$ cat src/rtl/sfr_gpio_port.sv
module sfr_gpio_port #(
  parameter int N_PORTS = 3,
  parameter int ADDR_W  = 12,
  parameter int ANA_A   = 5,
  parameter int ANA_B   = 5,
  parameter logic [ADDR_W-1:0] DATA_BASE = 12'hF80,
  parameter logic [ADDR_W-1:0] LAT_BASE  = 12'hF89,
  parameter logic [ADDR_W-1:0] DIR_BASE  = 12'hF92,
  parameter logic [ADDR_W-1:0] CFG_ADDR  = 12'hFC1
) (
  input  logic                 clk,
  input  logic                 rst_n,
  input  logic [ADDR_W-1:0]    bus_addr,
  input  logic                 bus_wr,
  input  logic [7:0]           bus_wdata,
  input  logic                 bus_rd,
  output logic [7:0]           bus_rdata,
  input  logic [N_PORTS*8-1:0] pin_in,
  output logic [N_PORTS*8-1:0] pin_out,
  output logic [N_PORTS*8-1:0] pin_oe
);
  localparam int NW = N_PORTS * 8;

  logic [N_PORTS-1:0][7:0] lat_q, dir_q, ana;
  logic [NW-1:0]           sync1, sync2;
  logic [7:0]              cfg_q, rd_mux;
  logic                    mapped;
  logic [1:0]              age;

  assign pin_oe  = ~dir_q;
  assign pin_out = lat_q & ~dir_q;

  always_comb begin
    ana = '0;
    for (int j = 0; j < ANA_A; j++)
      if (j + int'(cfg_q[3:0]) < 15) ana[0][j] = 1'b1;
    for (int j = 0; j < ANA_B; j++)
      if (ANA_A + j + int'(cfg_q[3:0]) < 15) ana[1][j] = 1'b1;
  end

  always_comb begin
    rd_mux = '0;
    mapped = (bus_addr == CFG_ADDR);
    if (bus_addr == CFG_ADDR) rd_mux = cfg_q;
    for (int i = 0; i < N_PORTS; i++) begin
      if (bus_addr == DATA_BASE + ADDR_W'(i)) begin
        rd_mux = sync2[i*8 +: 8] & ~ana[i];
        mapped = 1'b1;
      end
      if (bus_addr == LAT_BASE + ADDR_W'(i)) begin
        rd_mux = lat_q[i];
        mapped = 1'b1;
      end
      if (bus_addr == DIR_BASE + ADDR_W'(i)) begin
        rd_mux = dir_q[i];
        mapped = 1'b1;
      end
    end
  end

  always_ff @(posedge clk or negedge rst_n) begin
    if (!rst_n) begin
      lat_q     <= '0;
      dir_q     <= '1;
      cfg_q     <= '0;
      sync1     <= '0;
      sync2     <= '0;
      bus_rdata <= '0;
      age       <= '0;
    end else begin
      sync1 <= pin_in;
      sync2 <= sync1;
      if (age != 2'd3) age <= age + 2'd1;
      if (bus_wr) begin
        if (bus_addr == CFG_ADDR) cfg_q <= bus_wdata;
        for (int i = 0; i < N_PORTS; i++) begin
          if (bus_addr == DATA_BASE + ADDR_W'(i)) lat_q[i] <= bus_wdata;
          if (bus_addr == DIR_BASE + ADDR_W'(i)) dir_q[i] <= bus_wdata;
        end
      end
      if (bus_rd) bus_rdata <= rd_mux;
    end
  end

  for (genvar g = 0; g < N_PORTS; g++) begin : g_chk

    dir_write_chk: assert property (@(posedge clk) disable iff (!rst_n)
      (bus_wr && bus_addr == DIR_BASE + ADDR_W'(g))
      |=> pin_oe[g*8 +: 8] == ~$past(bus_wdata));

    lat_write_chk: assert property (@(posedge clk) disable iff (!rst_n)
      (bus_wr && bus_addr == DATA_BASE + ADDR_W'(g))
      |=> pin_out[g*8 +: 8] == ($past(bus_wdata) & pin_oe[g*8 +: 8]));
    if (g >= 2) begin : g_sync

      sync_depth_chk: assert property (@(posedge clk) disable iff (!rst_n)
        (bus_rd && !bus_wr && bus_addr == DATA_BASE + ADDR_W'(g) && age == 2'd3)
        |=> bus_rdata == $past(pin_in[g*8 +: 8], 3));
    end
  end


  analog_zero_chk: assert property (@(posedge clk) disable iff (!rst_n)
    (bus_rd && bus_addr == DATA_BASE && cfg_q[3:0] != 4'hF)
    |=> bus_rdata[0] == 1'b0);


  unmapped_read_chk: assert property (@(posedge clk) disable iff (!rst_n)
    (bus_rd && !mapped) |=> bus_rdata == 8'h00);


  rdata_hold_chk: assert property (@(posedge clk) disable iff (!rst_n)
    !bus_rd |=> $stable(bus_rdata));
endmodule

$ cat config.mk
export PLATFORM = sky130hd
export DESIGN_NAME = sfr_gpio_port
export DESIGN_NICKNAME = d
export VERILOG_FILES = /design/src/rtl/sfr_gpio_port.sv
export SDC_FILE = /design/constraint.sdc
export NUM_CORES = 1
export LEC_CHECK = 0
export ABC_AREA = 1
export BUFFER_PORTS_ARGS = -buffer_cell sky130_fd_sc_hd__buf_2
export CAP_MARGIN = 20
export CORE_ASPECT_RATIO = 1.25
export CORE_MARGIN = 5
export CORE_UTILIZATION = 54
export DETAILED_ROUTE_END_ITERATION = 6
export PLACE_DENSITY = 0.78
export SKIP_LAST_GASP = 1
export SYNTH_ARGS = -nofsm -noshare
export SYNTH_HDL_FRONTEND = slang
export SYNTH_SLANG_ARGS = --single-unit
$ cat constraint.sdc
create_clock -name clk -period 2.5 [get_ports clk]
set_clock_uncertainty 0.05 [all_clocks]
set_input_delay 0.5 -clock clk [delete_from_list [all_inputs] [get_ports clk]]
set_output_delay 0.5 -clock clk [all_outputs]
set_load 0.01 [all_outputs]
---- Word-level counts from Yosys, hierarchy flattened ----
Cells that the tools add are included.
storage, ports and cells
  logic and storage cells ................. 72
  flip-flop bits (word level) ............. 112
  input bits .............................. 48
cells by class
  reduce and logical (&&, ||, !) cells .... 7
  add/sub/neg operators ................... 9
  mux-type cells .......................... 20
  equal/unequal tests ..................... 10
  bitwise operators ....................... 6
  magnitude comparators ................... 10
operators by type and width
  cell                                                count
  equality test 12 bit, second input constant         10
  two-way mux 8 bit                                   10
  < comparator 5 x 4 -> 1 bit, second input constant  9
  bitwise AND 24 bit                                  1
  NOT 24 bit                                          1
  adder 3 x 4 -> 5 bit, first input constant          4
  bitwise AND 8 bit                                   2
  NOT 5 -> 8 bit                                      2
  AND reduction 2 bit                                 7
  adder 2 x 4 -> 5 bit, first input constant          2
  adder 4 x 4 -> 5 bit, first input constant          2
  two-way mux 1 bit                                   10
  adder 1 x 4 -> 5 bit, first input constant          1
  < comparator 4 bit, second input constant           1

---- Longest topological paths before layout ----
Gate-level depths: netlist of run 1.
  word-level depth ........................ 14
  depth in mapped cells ................... 19
  depth with buffers taken out ............ 18

---- Worst setup path before layout of run 1 ----
Ideal clock, no wire load.
  path kind ............................... register -> register
  start point ............................. reg cfg_q[0]
  end point ............................... reg bus_rdata[1]
  data required time ...................... 2385 ps
  arrival time ............................ 1723 ps
  path buffers ............................ 1
  slack ................................... 662 ps
  period minus slack after synthesis ...... 1838 ps
  stages on the path, launching flop included .. 20
  cell sequence ........................... dfrtp_1 buf_2 inv_1 ha_1 inv_1 nor2_1 inv_1 nor2_1 nand2_1 nand2_1 nand2_1 nand3_1 nand2_1 nand2_1 nand2_1 nand2_1 nand2_1 nand2_1 nand2_1 nand2_1
on the way
  word-level cells in the longest chain between the ends .. 14
ends and longest elaborated chain
  item                         RTL line  text
  start: declaration           26        logic [7:0] cfg_q, rd_mux;
  start signal: assignment     75        if (bus_addr == CFG_ADDR) cfg_q <= bus_wdata;
  adder 1 x 4 -> 5 bit         36        if (j + int'(cfg_q[3:0]) < 15) ana[0][j] = 1'b1;
  < comparator 5 x 4 -> 1 bit  36
  two-way mux 1 bit            36
  NOT 5 -> 8 bit               47        rd_mux = sync2[i*8 +: 8] & ~ana[i];
  bitwise AND 8 bit            47
  two-way mux 8 bit            46        if (bus_addr == DATA_BASE + ADDR_W'(i)) begin
  two-way mux 8 bit            50        if (bus_addr == LAT_BASE + ADDR_W'(i)) begin
  two-way mux 8 bit            54        if (bus_addr == DIR_BASE + ADDR_W'(i)) begin
  two-way mux 8 bit *          46
  two-way mux 8 bit *          50
  two-way mux 8 bit *          54
  two-way mux 8 bit *          46
  two-way mux 8 bit *          50
  two-way mux 8 bit *          54
  end signal: assignment       81        if (bus_rd) bus_rdata <= rd_mux;
  end: declaration             17        output logic [7:0] bus_rdata,
Every way passes the cells marked *; elsewhere a longest branch is shown, timed or not.
A chain may end at the register's enable or synchronous reset.

---- Worst setup path after layout of run 1 ----
Same ends and word-level chain as after synthesis.

==> flow_metrics.py, run 1 <==
metrics = {
    "cts": {
        "cts_made_buffers": 9,
        "cts-root-to-sink-buffers": 2,
        "buffer_count_from_post_cts_setup_fixing": 0,
        "insertion_delay_ns": 0.35,
        "cts_root_buffer": "sky130_fd_sc_hd__clkbuf_16",
        "clk_transition_reported_paths_ns": 0.07,
        "ctsHoldBuffers": 0,
        "tritoncts": "yes",
        "post_cts.resized_instances": 0,
        "tritoncts_num_sinks": 112,
        "cts_max_level": 3,
    },
    "critical_path": {
        "worstSetupStartpointType": "flop",
        "timing.critical_path.slowest_stage_cell": "sky130_fd_sc_hd__dfrtp_1",
        "worstPathArrival_ns": 2.46,
        "crit_path_max_fanout": 11,
        "path_cells": "inv_1 -> ha_1 -> inv_1 -> nor2_1 -> inv_1 -> nor2_1 -> nand2_1 -> nand2_1 -> nand2_1 -> nand3_1 -> nand2_1 -> nand2_1 -> nand2_1 -> nand2_1 -> nand2_1 -> nand2_1 -> nand2_1 -> nand2_1",
        "worst_setup_path_startpoint": "cfg_q[0]$_DFFE_PN0P_",
        "worstReg2RegStart": "cfg_q[0]$_DFFE_PN0P_",
        "cell_count_of_the_worst_reg_to_reg_path": 18,
        "critPathRequiredTime_ns": 2.74,
        "regToRegSetupSlack_ns": 0.28,
        "critical_path.top_delay_family": "simple AND/OR/NAND/NOR gates",
        "worstPathBufferInverterCount": 3,
        "path_class": "reg2reg",
        "path_common_cell": "sky130_fd_sc_hd__nand2_1",
        "critPathMaxStageDelay_ns": 0.55,
        "worst_setup_path_end_kind": "flop",
        "r2r-end": "bus_rdata[1]$_DFFE_PN0P_",
    },
    "synth": {
        "postSynthCellCount": 613,
        "synth_seq_area_share_pct": 53.85,
        "synth-warning-count": 0,
        "ff_latch_count_synth": 112,
        "synth.cell_area_mm2": 0.005260,
        "synth_enable_flop_cells": 0,
        "synth.avg_cell_area_um2": 8.581,
        "synthFlopType": "sky130_fd_sc_hd__dfrtp_1",
        "synth.net_count": 667,
        "synth_cell_types": 35,
        "synthArstFlopShare_pct": 100.0,
    },
    "run_status": {
        "run_status": "finished clean",
    },
    "timing": {
        "max_freq_ghz": 0.4510,
        "rsz0062_at_grt": "no",
        "max_slew_margin_pct": 54.25,
        "maxSlewViolCount": 0,
        "finalHoldViolations": 0,
        "fin_crit_ns": 2.217,
        "worst_margin_slew_ns": 0.6806,
        "final.period_utilization_pct": 88.68,
        "totalNegativeSetupSlack_ns": 0,
        "setup_viol_count_final": 0,
    },
    "worst_hold_path": {
        "timing.hold.worst.class": "in2async",
    },
    "global_routing": {
        "grt_max_degree": 45,
        "antenna_violations_before_repair": 0,
        "grt_first_pass_wirelength_um": 21090,
        "number_of_global_route_vias_before_repair": 4442,
        "global_route_total_usage_across_every_layer_pct": 22.30,
        "overflow": 0,
    },
    "power": {
        "cellPowerDensity_mw_per_mm2": 562.6,
        "combinationalPowerShare_pct": 4.9,
        "switching_share_pct": 22.24,
        "power.sequential.fraction_pct": 53.7,
        "power.clock.fraction_pct": 41.4,
        "ir_worst_vdd_uv": 374.7,
        "power.static_leakage_nw": 3.036,
        "internal_power_mw": 2.716,
        "power.net_switching_mw": 0.7767,
    },
    "placement": {
        "placedCellCount": 834,
        "placement.io_buffers": 103,
        "gp_congestion": 0.9087,
        "post-dp-hpwl_um": 9645,
    },
    "finish": {
        "final_cell_count_no_fill": 849,
        "layout.nets": 773,
        "insertedDiodeCount": 0,
        "layout-drive-gt1-share_pct": 26.97,
        "layout-area-overhead-vs-synth_pct": 18.03,
    },
    "routing": {
        "detail_route.iter0.violations": 265,
        "vias_per_cell": 5.218,
        "avgRoutedWirePerCell_um": 15.01,
        "route.detailed.drc": 0,
        "detailroute.via_count": 4430,
        "antenna_violating_nets_post_route": 0,
        "drt_pass1_iterations": 5,
        "wire_length_reported_by_the_detailed_router_um": 12750,
    },
    "floorplan": {
        "std_cell_rows": 40,
        "dieHeight_um": 120.3,
        "initial_utilization_pct": 55.03,
        "die-area_mm2": 0.01183,
        "die_width_um": 98.28,
        "core-area_mm2": 0.009559,
        "num_io_pins": 104,
    },
    "run": {
        "maxCapViolCount": 0,
    },
}
[registers in the layout (all words and copies together) (netlist names)]
signal     flops
dir_q         24
cfg_q          8
bus_rdata      8
lat_q         24
sync1         24
sync2         24
[stage by stage]
| step | util (%) | setup slack [ns] | cell area, um2 | power, mW | hold slack [ns] |
|---|---|---|---|---|---|
| finish | 64.95 | 0.2829 | 6208 | 3.493 | 0.04459 |
| global route | 64.95 | 0.02641 | 6208 | 3.606 | 0.08375 |
| CTS | 64.95 | 0.2893 | 6208 | 3.519 | 0.05210 |
| detailed placement | 61.77 | 0.2770 | 5904 | 2.082 | 0.2847 |
| global placement | 61.77 | 0.3845 | 5904 | 2.075 | 0.2838 |
| floorplan | - | 0.6620 | 5260 | 1.965 | 0.1544 |
[placed cells by master (no fill, tap or decap), types with 2 or more instances in the layout]
master,synthesis,routed
sky130_fd_sc_hd__a21oi_1,20,20
sky130_fd_sc_hd__a31oi_1,2,2
sky130_fd_sc_hd__buf_12,0,2
sky130_fd_sc_hd__buf_2,6,102
sky130_fd_sc_hd__buf_4,0,4
sky130_fd_sc_hd__clkbuf_16,0,9
sky130_fd_sc_hd__clkinvlp_4,0,2
sky130_fd_sc_hd__dfrtp_1,88,88
sky130_fd_sc_hd__dfstp_2,24,24
sky130_fd_sc_hd__ha_1,6,6
sky130_fd_sc_hd__inv_1,77,77
sky130_fd_sc_hd__inv_2,7,7
sky130_fd_sc_hd__nand2_1,168,168
sky130_fd_sc_hd__nand2_2,6,6
sky130_fd_sc_hd__nand2_4,4,4
sky130_fd_sc_hd__nand3_1,28,28
sky130_fd_sc_hd__nand4_1,11,11
sky130_fd_sc_hd__nor2_1,68,68
sky130_fd_sc_hd__nor2_2,5,5
sky130_fd_sc_hd__nor2_4,5,5
sky130_fd_sc_hd__nor2_8,2,2
sky130_fd_sc_hd__nor3_1,4,4
sky130_fd_sc_hd__nor3_2,3,3
sky130_fd_sc_hd__nor3_4,2,2
sky130_fd_sc_hd__nor4_2,2,2
sky130_fd_sc_hd__o21ai_0,36,36
sky130_fd_sc_hd__o21ai_1,16,16
sky130_fd_sc_hd__o21ai_2,8,8
[layer usage]
layer | vias up | wire (um) | GRT usage (%) | part of all wire [%]
met2 | 146 | 6522 | 38.33 | 51
li1 | 2133 | - | - | -
met1 | 2116 | 5050 | 27.50 | 40
met5 | - | 0 | 0 | 0
met4 | 0 | 461 | 10.85 | 3.6
met3 | 35 | 711 | 3.347 | 5.6
[synth_stat cells (3+ instances only)]
master,n,area share [%]
sky130_fd_sc_hd__clkbuf_8,3,0.78
sky130_fd_sc_hd__ha_1,6,1.4
sky130_fd_sc_hd__nand3_1,28,2.7
sky130_fd_sc_hd__nor3_1,4,0.38
sky130_fd_sc_hd__inv_1,77,5.5
sky130_fd_sc_hd__nand2_4,4,0.86
sky130_fd_sc_hd__nand4_1,11,1.3
sky130_fd_sc_hd__nor3_2,3,0.57
sky130_fd_sc_hd__o21ai_0,36,3.4
sky130_fd_sc_hd__o21ai_2,8,1.3
sky130_fd_sc_hd__nand2_1,168,12
sky130_fd_sc_hd__dfstp_2,24,12
sky130_fd_sc_hd__nor2_2,5,0.59
sky130_fd_sc_hd__inv_2,7,0.50
sky130_fd_sc_hd__clkbuf_1,3,0.21
sky130_fd_sc_hd__nor2_4,5,1.1
sky130_fd_sc_hd__buf_2,6,0.57
sky130_fd_sc_hd__o21ai_1,16,1.5
sky130_fd_sc_hd__nor2_1,68,4.9
sky130_fd_sc_hd__dfrtp_1,88,42
sky130_fd_sc_hd__nand2_2,6,0.71
sky130_fd_sc_hd__a21oi_1,20,1.9
[cell families after synthesis]
family | after synthesis | synth area share [%]
AO/OA/AOI/OAI | 84 | 8.706
XOR/XNOR | 2 | 0.3331
adder cells (fa/ha/maj) | 6 | 1.427
buffers and inverters | 98 | 7.897
flip-flops | 112 | 53.85
AND/OR/NAND/NOR | 311 | 27.78
[power groups by stage]
stage          combinational [mW]  sequential (mW)  clock (mW)
2_1_floorplan              0.0649             1.90           0
3_3_place_gp                0.168             1.91           0
3_5_place_dp                0.174             1.91           0
4_1_cts                     0.175             1.87        1.47
5_1_grt                     0.193             1.88        1.54
6_report                    0.172             1.87        1.45
[cell type report]
cell class | count | area [um2]
multi-input combinational | 403 | 2012
clock inverter | 5 | 65.06
tap | 126 | 157.7
sequential | 112 | 2833
fill | 834 | 3351
inverter | 85 | 321.6
timing repair buffer | 108 | 580.6
clock buffer | 10 | 239.0
[worst max-delay path by stage]
stage | to | depth (start not counted) | slack, ns
2_1_floorplan | bus_rdata[1]$_DFFE_PN0P_ | 19 | 0.66
3_3_place_gp | bus_rdata[3]$_DFFE_PN0P_ | 14 | 0.38
3_5_place_dp | bus_rdata[3]$_DFFE_PN0P_ | 14 | 0.28
4_1_cts | bus_rdata[1]$_DFFE_PN0P_ | 18 | 0.29
5_1_grt | bus_rdata[1]$_DFFE_PN0P_ | 18 | 0.03
6_report | bus_rdata[1]$_DFFE_PN0P_ | 18 | 0.28
Note: power is estimated with default switching activity, not from simulation.
==> inputs of run 2 (changes only) <==
==> constraint.sdc (replaced) <==
create_clock -name clk -period 2.5 [get_ports clk]
set_clock_uncertainty 0.05 [all_clocks]
set_input_delay 0.25 -clock clk [delete_from_list [all_inputs] [get_ports clk]]
set_output_delay 0.25 -clock clk [all_outputs]
set_load 0.01 [all_outputs]
==> run 2 against run 1 <==
Compared with the run above:
- design area up 4.2%
- register-to-register slack gained 0.02 ns
- hold slack better by 0.095 ns
- utilization increased by 2.7 points
- non-clock buffer count up 23
- critical path depth stayed put
- sequential power barely moved
- setup slack improved by 0.023 ns
- clock-buffer cell count unchanged
- fmax is 1.1% higher
- first-iteration DRC count up 46%
- critical endpoint unchanged
- largest cell class unchanged
==> flow_metrics.py, run 2 (synthesized netlist as in run 1, its figures left out) <==
metrics = {
    "run_status": {
        "run_status": "finished clean",
    },
    "global_routing": {
        "global_route_total_usage_across_every_layer_pct": 22.39,
        "number_of_global_route_vias_before_repair": 4533,
        "grt_first_pass_wirelength_um": 21230,
        "grt_max_degree": 74,
        "overflow": 0,
        "antenna_violations_before_repair": 0,
    },
    "finish": {
        "n_fill_cell": 790,
        "finish.utilization_pct": 67.66,
        "insertedDiodeCount": 0,
        "sequential_cell_area_mm2": 0.002833,
        "mostFrequentLayoutCells": "168 x sky130_fd_sc_hd__nand2_1, 102 x sky130_fd_sc_hd__buf_2, 88 x sky130_fd_sc_hd__dfrtp_1",
        "layout-drive-gt1-share_pct": 25.97,
        "stdcell_area_mm2": 0.006467,
        "layout.nets": 796,
        "mostFrequentLayoutCell": "sky130_fd_sc_hd__nand2_1",
        "layout-area-overhead-vs-synth_pct": 22.95,
        "multi_input_area_mm2": 0.002012,
    },
    "floorplan": {
        "std_cell_rows": 40,
        "core-area_mm2": 0.009559,
        "dieHeight_um": 120.3,
        "die-area_mm2": 0.01183,
        "die_width_um": 98.28,
        "initial_utilization_pct": 55.03,
        "num_io_pins": 104,
    },
    "routing": {
        "detailroute.via_count": 4504,
        "avgRoutedWirePerCell_um": 14.62,
        "antenna_violating_nets_post_route": 0,
        "drt_pass1_iterations": 5,
        "wire_length_reported_by_the_detailed_router_um": 12770,
        "route.detailed.drc": 0,
        "detail_route.iter0.violations": 386,
        "vias_per_cell": 5.159,
    },
    "timing": {
        "max_slew_margin_pct": 56.37,
        "maxSlewViolCount": 0,
        "worst_margin_slew_ns": 0.6494,
        "finalHoldViolations": 0,
        "totalNegativeSetupSlack_ns": 0,
        "fin_crit_ns": 2.194,
        "setup_viol_count_final": 0,
        "fin_ws_ns": 0.3062,
        "max_freq_ghz": 0.4558,
        "final.period_utilization_pct": 87.75,
        "rsz0062_at_grt": "no",
    },
    "critical_path": {
        "worstPathArrival_ns": 2.44,
        "path_class": "reg2reg",
        "critPathMaxStageDelay_ns": 0.54,
        "path_common_cell": "sky130_fd_sc_hd__nand2_1",
        "worstPathBufferInverterCount": 3,
        "worst_setup_path_startpoint": "cfg_q[0]$_DFFE_PN0P_",
        "critPathRequiredTime_ns": 2.75,
        "timing.critical_path.slowest_stage_cell": "sky130_fd_sc_hd__dfrtp_1",
        "worst_setup_path_end_kind": "flop",
        "path_cells": "inv_1 -> ha_1 -> inv_1 -> nor2_1 -> inv_1 -> nor2_1 -> nand2_1 -> nand2_1 -> nand2_1 -> nand3_1 -> nand2_1 -> nand2_1 -> nand2_1 -> nand2_1 -> nand2_1 -> nand2_1 -> nand2_1 -> nand2_1",
        "crit_path_max_fanout": 11,
        "critical_path.top_delay_family": "simple AND/OR/NAND/NOR gates",
        "worstSetupStartpointType": "flop",
        "worstReg2RegStart": "cfg_q[0]$_DFFE_PN0P_",
    },
    "cts": {
        "tritoncts": "yes",
        "clk_transition_reported_paths_ns": 0.08,
        "insertion_delay_ns": 0.35,
        "tritoncts_num_sinks": 112,
        "cts-root-to-sink-buffers": 2,
        "cts_max_level": 3,
        "cts_root_buffer": "sky130_fd_sc_hd__clkbuf_16",
        "ctsHoldBuffers": 25,
        "buffer_count_from_post_cts_setup_fixing": 0,
        "post_cts.resized_instances": 0,
        "cts_made_buffers": 9,
    },
    "power": {
        "power.total_mw": 3.672,
        "cellPowerDensity_mw_per_mm2": 567.8,
        "ir_worst_vdd_uv": 415.0,
        "power.static_leakage_nw": 3.145,
    },
    "placement": {
        "dp_worst_setup_slack_ns": 0.3697,
        "post-dp-hpwl_um": 9268,
        "placement.io_buffers": 103,
        "gp_congestion": 0.9245,
        "placement.cell_area_mm2": 0.005877,
    },
    "run": {
        "maxCapViolCount": 0,
    },
    "worst_hold_path": {
        "timing.hold.worst.class": "in2reg",
        "min-delay-start": "bus_rd",
    },
}
-- run 2: through the flow --
| stage | hold slack [ns] | std cells |
|---|---|---|
| 2_1_floorplan | -0.09559 | 613 |
| 6_report | 0.1401 | 873 |
| 4_1_cts | 0.1253 | 873 |
| 3_5_place_dp | 0.2041 | 832 |
| 5_1_grt | 0.1532 | 873 |
| 3_3_place_gp | 0.1967 | 832 |
-- run 2: worst reg2reg max path, stage by stage, from the launching register on --
cell and delay, ns:
sky130_fd_sc_hd__dfrtp_1 0.54, sky130_fd_sc_hd__inv_1 0.15, sky130_fd_sc_hd__ha_1 0.30, sky130_fd_sc_hd__inv_1 0.06, sky130_fd_sc_hd__nor2_1 0.13, sky130_fd_sc_hd__inv_1 0.06
sky130_fd_sc_hd__nor2_1 0.15, sky130_fd_sc_hd__nand2_1 0.07, sky130_fd_sc_hd__nand2_1 0.06, sky130_fd_sc_hd__nand2_1 0.05, sky130_fd_sc_hd__nand3_1 0.07, sky130_fd_sc_hd__nand2_1 0.05
sky130_fd_sc_hd__nand2_1 0.08, sky130_fd_sc_hd__nand2_1 0.06, sky130_fd_sc_hd__nand2_1 0.05, sky130_fd_sc_hd__nand2_1 0.05, sky130_fd_sc_hd__nand2_1 0.06, sky130_fd_sc_hd__nand2_1 0.05
sky130_fd_sc_hd__nand2_1 0.05
-- run 2: worst paths after layout --
path,slack (ns),cells after the start,endpoint
min,0.14,3,bus_rdata[4]$_DFFE_PN0P_
max reg2reg,0.31,18,bus_rdata[1]$_DFFE_PN0P_
min reg2reg,0.30,0,sync2[7]$_DFF_PN0_
max in group asynchronous,1.27,3,dir_q[1]$_DFFE_PN1P_
max,0.31,18,bus_rdata[1]$_DFFE_PN0P_
min in group asynchronous,0.36,2,sync2[7]$_DFF_PN0_
-- run 2: report_power, final --
group | leakage (nW) | internal, mW | switching (mW) | total [mW]
clock network | 0.162 | 0.922 | 0.682 | 1.60
logic | 1.62 | 0.0736 | 0.122 | 0.196
registers | 1.37 | 1.86 | 0.0158 | 1.87
total | 3.15 | 2.85 | 0.820 | 3.67
-- run 2: layer usage --
layer / global-route usage, % / part of all wire, % / up-vias
met1: 27.40 / 40 / 2116
met5: 0 / 0 / -
li1: - / - / 2182
met2: 38.03 / 50 / 171
met4: 12.13 / 4.1 / 0
met3: 3.405 / 5.9 / 35
-- run 2: final cells by class --
class	count	area share, %
repair buffers	131	12.42
clock inverters	6	1.567
clock buffers	10	3.695
inverters	85	4.972
multi-input cells	403	31.11
flip-flops and latches	112	43.80
well taps	126	2.438
